===== config.mk =====
export PLATFORM = sky130hd
export DESIGN_NAME = optsel_cfg_bank
export DESIGN_NICKNAME = d
export VERILOG_FILES = /design/src/rtl/optsel_pkg.sv /design/src/rtl/optsel_regfile.sv /design/src/rtl/optsel_win_decode.sv /design/src/rtl/optsel_cfg_bank.sv
export SDC_FILE = /design/constraint.sdc
export NUM_CORES = 1
export LEC_CHECK = 0
export BUFFER_PORTS_ARGS = -buffer_cell sky130_fd_sc_hd__buf_2
export CORE_ASPECT_RATIO = 1.75
export CORE_UTILIZATION = 49
export CTS_CLUSTER_SIZE = 30
export DETAILED_ROUTE_END_ITERATION = 10
export GPL_ROUTABILITY_DRIVEN = 0
export HOLD_SLACK_MARGIN = 0.12
export PLACE_DENSITY_LB_ADDON = 0.08
export SYNTH_ARGS = -nofsm -noshare
export SYNTH_HDL_FRONTEND = slang
export SYNTH_SLANG_ARGS = --single-unit

===== constraint.sdc =====
create_clock -name clk -period 2.4 [get_ports clk]
set_input_delay 0 -clock clk [delete_from_list [all_inputs] [get_ports clk]]
set_output_delay 0 -clock clk [all_outputs]
set_load 0.01 [all_outputs]

===== src/rtl/optsel_pkg.sv =====
package optsel_pkg;
  localparam logic [2:0] OFS_ID_LO = 3'd0;
  localparam logic [2:0] OFS_ID_HI = 3'd1;
  localparam logic [2:0] OFS_CTRL  = 3'd2;
  localparam logic [2:0] OFS_PAGE  = 3'd3;
  localparam logic [2:0] OFS_IRQ   = 3'd4;

  typedef struct packed {
    logic boot_off;
    logic card_on;
  } ctrl_t;
endpackage


===== src/rtl/optsel_regfile.sv =====
module optsel_regfile
  import optsel_pkg::*;
#(
  parameter int DATA_W = 8,
  parameter int PAGE_W = 6,
  parameter logic [DATA_W-1:0] ID_LO = 8'hFD,
  parameter logic [DATA_W-1:0] ID_HI = 8'h6A
) (
  input  logic              clk,
  input  logic              rst,
  input  logic              io_sel,
  input  logic              io_wr,
  input  logic [2:0]        io_offs,
  input  logic [DATA_W-1:0] io_wdata,
  output logic [DATA_W-1:0] io_rdata,
  output ctrl_t             ctrl_q,
  output logic [PAGE_W-1:0] page_q,
  output logic [DATA_W-1:0] irq_q
);
  localparam int PAD_CTRL = DATA_W - 2;
  localparam int PAD_PAGE = DATA_W - PAGE_W;

  logic              wr_stb, rd_stb;
  logic [DATA_W-1:0] rd_mux;

  assign wr_stb = io_sel &&  io_wr;
  assign rd_stb = io_sel && !io_wr;

  always_ff @(posedge clk) begin
    if (rst) begin
      ctrl_q <= '0;
      page_q <= '0;
      irq_q  <= '0;
    end else if (wr_stb) begin
      case (io_offs)
        OFS_CTRL: ctrl_q <= ctrl_t'(io_wdata[1:0]);
        OFS_PAGE: page_q <= io_wdata[PAGE_W-1:0];
        OFS_IRQ:  irq_q  <= io_wdata;
        default:  ;
      endcase
    end
  end

  always_comb begin
    case (io_offs)
      OFS_ID_LO: rd_mux = ID_LO;
      OFS_ID_HI: rd_mux = ID_HI;
      OFS_CTRL:  rd_mux = {{PAD_CTRL{1'b0}}, ctrl_q};
      OFS_PAGE:  rd_mux = {{PAD_PAGE{1'b0}}, page_q};
      OFS_IRQ:   rd_mux = irq_q;
      default:   rd_mux = '0;
    endcase
  end

  always_ff @(posedge clk) begin
    if (rst)         io_rdata <= '0;
    else if (rd_stb) io_rdata <= rd_mux;
  end

  p_id_lo_r2: assert property (@(posedge clk) disable iff (rst)
    (rd_stb && io_offs == OFS_ID_LO) |=> io_rdata == ID_LO);
  p_id_hi_r2: assert property (@(posedge clk) disable iff (rst)
    (rd_stb && io_offs == OFS_ID_HI) |=> io_rdata == ID_HI);
  p_ro_write_r3: assert property (@(posedge clk) disable iff (rst)
    (wr_stb && (io_offs < OFS_CTRL || io_offs > OFS_IRQ))
      |=> ($stable(ctrl_q) && $stable(page_q) && $stable(irq_q)));
  p_ctrl_write_r4: assert property (@(posedge clk) disable iff (rst)
    (wr_stb && io_offs == OFS_CTRL) |=> ctrl_q.card_on == $past(io_wdata[0]));
  p_rdata_hold_r8: assert property (@(posedge clk) disable iff (rst)
    !rd_stb |=> $stable(io_rdata));
endmodule


===== src/rtl/optsel_win_decode.sv =====
module optsel_win_decode #(
  parameter int ADDR_W = 20,
  parameter int WIN_LOG = 14,
  parameter int MIN_PAGE = 'h28,
  localparam int PAGE_W = ADDR_W - WIN_LOG
) (
  input  logic              clk,
  input  logic              rst,
  input  logic [ADDR_W-1:0] mem_addr,
  input  logic              card_on,
  input  logic [PAGE_W-1:0] page_q,
  output logic              mem_hit
);
  logic page_ok, page_eq;

  assign page_eq = mem_addr[ADDR_W-1:WIN_LOG] == page_q;

  generate
    if (MIN_PAGE == 0) begin : g_any_page
      assign page_ok = 1'b1;
    end else begin : g_min_page
      assign page_ok = page_q >= PAGE_W'(MIN_PAGE);
    end
  endgenerate

  always_ff @(posedge clk) begin
    if (rst) mem_hit <= 1'b0;
    else     mem_hit <= card_on && page_ok && page_eq;
  end

  p_hit_needs_card_r7: assert property (@(posedge clk) disable iff (rst)
    mem_hit |-> $past(card_on));
  p_hit_page_r7: assert property (@(posedge clk) disable iff (rst)
    mem_hit |-> ($past(mem_addr[ADDR_W-1:WIN_LOG]) == $past(page_q)));
endmodule


===== src/rtl/optsel_cfg_bank.sv =====
module optsel_cfg_bank
  import optsel_pkg::*;
#(
  parameter int DATA_W = 8,
  parameter int ADDR_W = 20,
  parameter int WIN_LOG = 14,
  parameter int MIN_PAGE = 'h28,
  parameter logic [DATA_W-1:0] ID_LO = 8'hFD,
  parameter logic [DATA_W-1:0] ID_HI = 8'h6A
) (
  input  logic              clk,
  input  logic              rst,
  input  logic              io_sel,
  input  logic              io_wr,
  input  logic [2:0]        io_offs,
  input  logic [DATA_W-1:0] io_wdata,
  output logic [DATA_W-1:0] io_rdata,
  input  logic [ADDR_W-1:0] mem_addr,
  output logic              mem_hit,
  output logic              card_enable,
  output logic              boot_enable,
  output logic [DATA_W-1:0] irq_select
);
  localparam int PAGE_W = ADDR_W - WIN_LOG;

  ctrl_t             ctrl_q;
  logic [PAGE_W-1:0] page_q;

  optsel_regfile #(
    .DATA_W(DATA_W), .PAGE_W(PAGE_W), .ID_LO(ID_LO), .ID_HI(ID_HI)
  ) u_regs (
    .clk(clk), .rst(rst), .io_sel(io_sel), .io_wr(io_wr),
    .io_offs(io_offs), .io_wdata(io_wdata), .io_rdata(io_rdata),
    .ctrl_q(ctrl_q), .page_q(page_q), .irq_q(irq_select)
  );

  optsel_win_decode #(
    .ADDR_W(ADDR_W), .WIN_LOG(WIN_LOG), .MIN_PAGE(MIN_PAGE)
  ) u_dec (
    .clk(clk), .rst(rst), .mem_addr(mem_addr),
    .card_on(ctrl_q.card_on), .page_q(page_q), .mem_hit(mem_hit)
  );

  assign card_enable = ctrl_q.card_on;
  assign boot_enable = !ctrl_q.boot_off;

  p_reset_state_r1: assert property (@(posedge clk)
    $past(rst) |-> (!card_enable && boot_enable && irq_select == '0 && !mem_hit));
endmodule


==> flow_metrics.env <==
export IMPL_routed_wire_length_per_instance_um=13.05
export IMPL_switching_share=0.2446
export IMPL_synth_compound_area_frac=0.1086
export IMPL_routed_via_count=1057
export IMPL_clock_sink_count=25
export IMPL_post_route_cells_drive_above_1_share=0.2874
export IMPL_seq_area_um2=500.5
export IMPL_chip_width_um=39.02
export IMPL_critical_path_cell_count=5
export IMPL_placedCellCount=184
export IMPL_multiInputGateArea_um2=639.4
export IMPL_ys_warnings_count=0
export IMPL_cell_depth_of_the_worst_flop_to_flop_path=5
export IMPL_final_antenna_net_count=0
export IMPL_ctsHoldBuffers=11
export IMPL_worstReg2RegEnd="u_dec.mem_hit"
export IMPL_grt_first_pass_wirelength_um=4181
export IMPL_min_delay_path_class="input port to register"
export IMPL_main_combinational_cell_family_by_area_after_synthesis="simple AND/OR/NAND/NOR gates"
export IMPL_die_area_um2=2605
export IMPL_placement_cell_area_um2=1374
export IMPL_antenna_violations_before_repair=0
export IMPL_min_period_ns=1.967
export IMPL_synth_simple_gate_area_share=0.2694
export IMPL_cts_tree="done"
export IMPL_drt_pass1_iterations=4
export IMPL_layoutNonFillerInstCount=199
export IMPL_ys_ff_latch=25
export IMPL_fp_dieH_um=66.78
export IMPL_synthCells=125
export IMPL_fin_tns_setup_ns=0
export IMPL_crit_path_end="u_dec.mem_hit"
export IMPL_power_share_sequential=0.550
export IMPL_grt_max_degree=23
export IMPL_crit_slowest_cell="sky130_fd_sc_hd__dlygate4sd3_1"
export IMPL_cp_max_fo=3
export IMPL_synthMuxAreaShare=0.1363
export IMPL_setup_violations=0
export IMPL_powerDensity_nw_per_um2=505.8
export IMPL_timing_hold_worst_start="rst"
export IMPL_cts_clk_slew_worst_paths_ns=0.08
export IMPL_globalRoute_totalOverflow=0
export IMPL_globalRouteTotalUtil=0.2275
export IMPL_hold_viol_final=0
export IMPL_post_synth_main_area_contributors="sky130_fd_sc_hd__dfxtp_1 43%, sky130_fd_sc_hd__mux2i_1 14%, sky130_fd_sc_hd__nor2_1 6.1%"
export IMPL_synthAdderAreaFrac=0
export IMPL_leakage_uw=0.0006808
export IMPL_slew_viol_final=0
export IMPL_rows=23
export IMPL_ff2ff_setup_slack_ns=0.43
export IMPL_timing_critical_path_mode_cell="sky130_fd_sc_hd__dlygate4sd3_1"
export IMPL_ys_flop_type="sky130_fd_sc_hd__dfxtp_1"
export IMPL_synthesis_nets=160
export IMPL_post_synth_xor_area_fraction=0.02982
export IMPL_areaGrowthSynthToFinish_pct=30.25
export IMPL_portBuffers=39
export IMPL_syn_area_um2=1175
export IMPL_dpl_hpwl_um=1944
export IMPL_synth_top_area_frac=0.4260
export IMPL_power_share_clock=0.320
export IMPL_power_combinational_fraction=0.131
export IMPL_ctsRootBufferMaster="sky130_fd_sc_hd__clkbuf_8"
export IMPL_synthDominantAreaCellType="sky130_fd_sc_hd__dfxtp_1"
export IMPL_core_region_area_um2=2273
export IMPL_crit_family="buffers and inverters"
export IMPL_fin_crit_sh=0.8194
export IMPL_synthDistinctLibCells=32
export IMPL_path_cells="xnor2_1, nand2_1, dlygate4sd3_1, nor4_1, dlygate4sd3_1"
export IMPL_grt_pass1_vias=930
export IMPL_worst_endpoint_required_ns=2.62
export IMPL_drt_initial_drc_count=6
export IMPL_ys_seq_area_frac=0.4260
export IMPL_maximum_number_of_buffers_from_clock_root_to_sink=2
export IMPL_fmax_ghz=0.5085
export IMPL_cts_htree_levels=1
export IMPL_vdd_ir_drop_worst_mv=0.5040
export IMPL_internal_power_uw=584.7
export IMPL_synth_enable_flop_cells=0
export IMPL_timing_rr_start="u_regs.page_q[0]"
export IMPL_floorplan_initialDensity=0.5168
export IMPL_relSlewSlack=0.7193
export IMPL_routed_via_density=5.312
export IMPL_clkLatencyLatePin_ns=0.27
export IMPL_finish_net_count=210
export IMPL_final_area_um2=1530
export IMPL_start_kind="register"
export IMPL_synth_async_reset_ratio=0
export IMPL_critPathCaptureType="register"
export IMPL_crit_path_dat_ns=2.19
export IMPL_drcViolationCount=0
export IMPL_routed_wirelength_um=2597
export IMPL_worst_slew_pin_slew_ns=0.4198
export IMPL_setup_repair_after_global_routing_missed_its_margin="no"
export IMPL_max_cap_violations=0
export IMPL_antenna_cells_inserted=0
export IMPL_outcome="completed"
export IMPL_num_io_pins=54
export IMPL_post_cts_buffers=0
export IMPL_startpoint="u_regs.page_q[0]"
export IMPL_worst_clock_skew_ns=0.0008475
export IMPL_path_buf_inv=2
export IMPL_syn_area_per_cell_um2=9.399
export IMPL_cts_buffers=3
export IMPL_dp_slack_ns=1.246
export IMPL_netsw_uw=189.3
export IMPL_critical_path_class="register to register"
export IMPL_max_stage_delay_ns=0.57
export IMPL_fin_util=0.6731
export IMPL_fillCellCount=197
export IMPL_post_cts_resized_instances=0
export IMPL_min_setup_slack_post_route_ns=0.4334
[layout by cell type (no fill, tap or decap), types with 2 or more instances in the layout]
| cell | count |
|---|---|
| sky130_fd_sc_hd__buf_2 | 39 |
| sky130_fd_sc_hd__dfxtp_1 | 25 |
| sky130_fd_sc_hd__nor2_1 | 19 |
| sky130_fd_sc_hd__mux2i_1 | 16 |
| sky130_fd_sc_hd__dlygate4sd3_1 | 11 |
| sky130_fd_sc_hd__nand2_1 | 9 |
| sky130_fd_sc_hd__nand2b_1 | 7 |
| sky130_fd_sc_hd__a21oi_1 | 7 |
| sky130_fd_sc_hd__o21ai_1 | 6 |
| sky130_fd_sc_hd__nor2b_1 | 3 |
| sky130_fd_sc_hd__xnor2_1 | 3 |
| sky130_fd_sc_hd__clkbuf_8 | 3 |
| sky130_fd_sc_hd__inv_1 | 2 |
| sky130_fd_sc_hd__a32oi_1 | 2 |
| sky130_fd_sc_hd__nor4bb_1 | 2 |
| sky130_fd_sc_hd__a211oi_1 | 2 |
| sky130_fd_sc_hd__a31oi_1 | 2 |
[kinds of logic after synthesis]
group / after synthesis
muxes: 16
buffers and inverters: 7
AOI/OAI and AO/OA: 21
DFF: 25
xor gates and xnor gates: 4
and+or+nand+nor: 52
[how the worst min path moves through the flow]
stage,to,cells after the start
after floorplan,u_regs.irq_q[0],2
after global placement,u_regs.irq_q[7],3
after detailed placement,u_regs.irq_q[6],3
after CTS,u_regs.page_q[2],2
after global routing,u_regs.page_q[4],2
final,u_regs.irq_q[0],2
[metal layers]
layer	global-route usage	up-vias	wire, µm
li1	-	538	-
met1	0.2621	483	1063
met2	0.3854	30	1388
met3	0.03333	6	87
met4	0.1164	0	58
met5	0	-	0
[state kept, by name (all words and copies together) (netlist names)]
name,flops
u_regs.ctrl_q,2
u_regs.irq_q,8
u_dec.mem_hit,1
u_regs.page_q,6
u_regs.io_rdata,8
[Yosys cell counts, drive strengths merged, types with 2 or more instances]
master	instances
dfxtp	25
nor2	20
mux2i	16
nand2	10
a21oi	7
nand2b	7
o21ai	6
buf	5
nor2b	4
xnor2	3
a211oi	2
a31oi	2
a32oi	2
inv	2
nor3	2
nor4b	2
nor4bb	2
[area by class of cell]
type | count | share of cell area
Inverter | 2 | 0.004906
Sequential cell | 25 | 0.3271
Tap cell | 25 | 0.02044
Multi-Input combinational cell | 93 | 0.4178
Clock inverter | 1 | 0.003271
Clock buffer | 3 | 0.02698
Timing Repair Buffer | 50 | 0.1995
[stage by stage]
stage	total power (µW)	hold WS [ns]
after floorplan	488.1	0.1439
after global placement	521.4	0.2336
after detailed placement	523.8	0.2543
after CTS	781.5	0.1287
after global routing	804.5	0.1576
final	774.1	0.1299
[power by group through the flow]
stage          registers (µW)  clock network [µW]  logic (µW)
2_1_floorplan             437                   0        51.0
5_1_grt                   426                 266         112
3_5_place_dp              435                   0        88.6
6_report                  425                 248         101
3_3_place_gp              435                   0        86.4
4_1_cts                   425                 254         102
(Power assumes the default switching activity.)
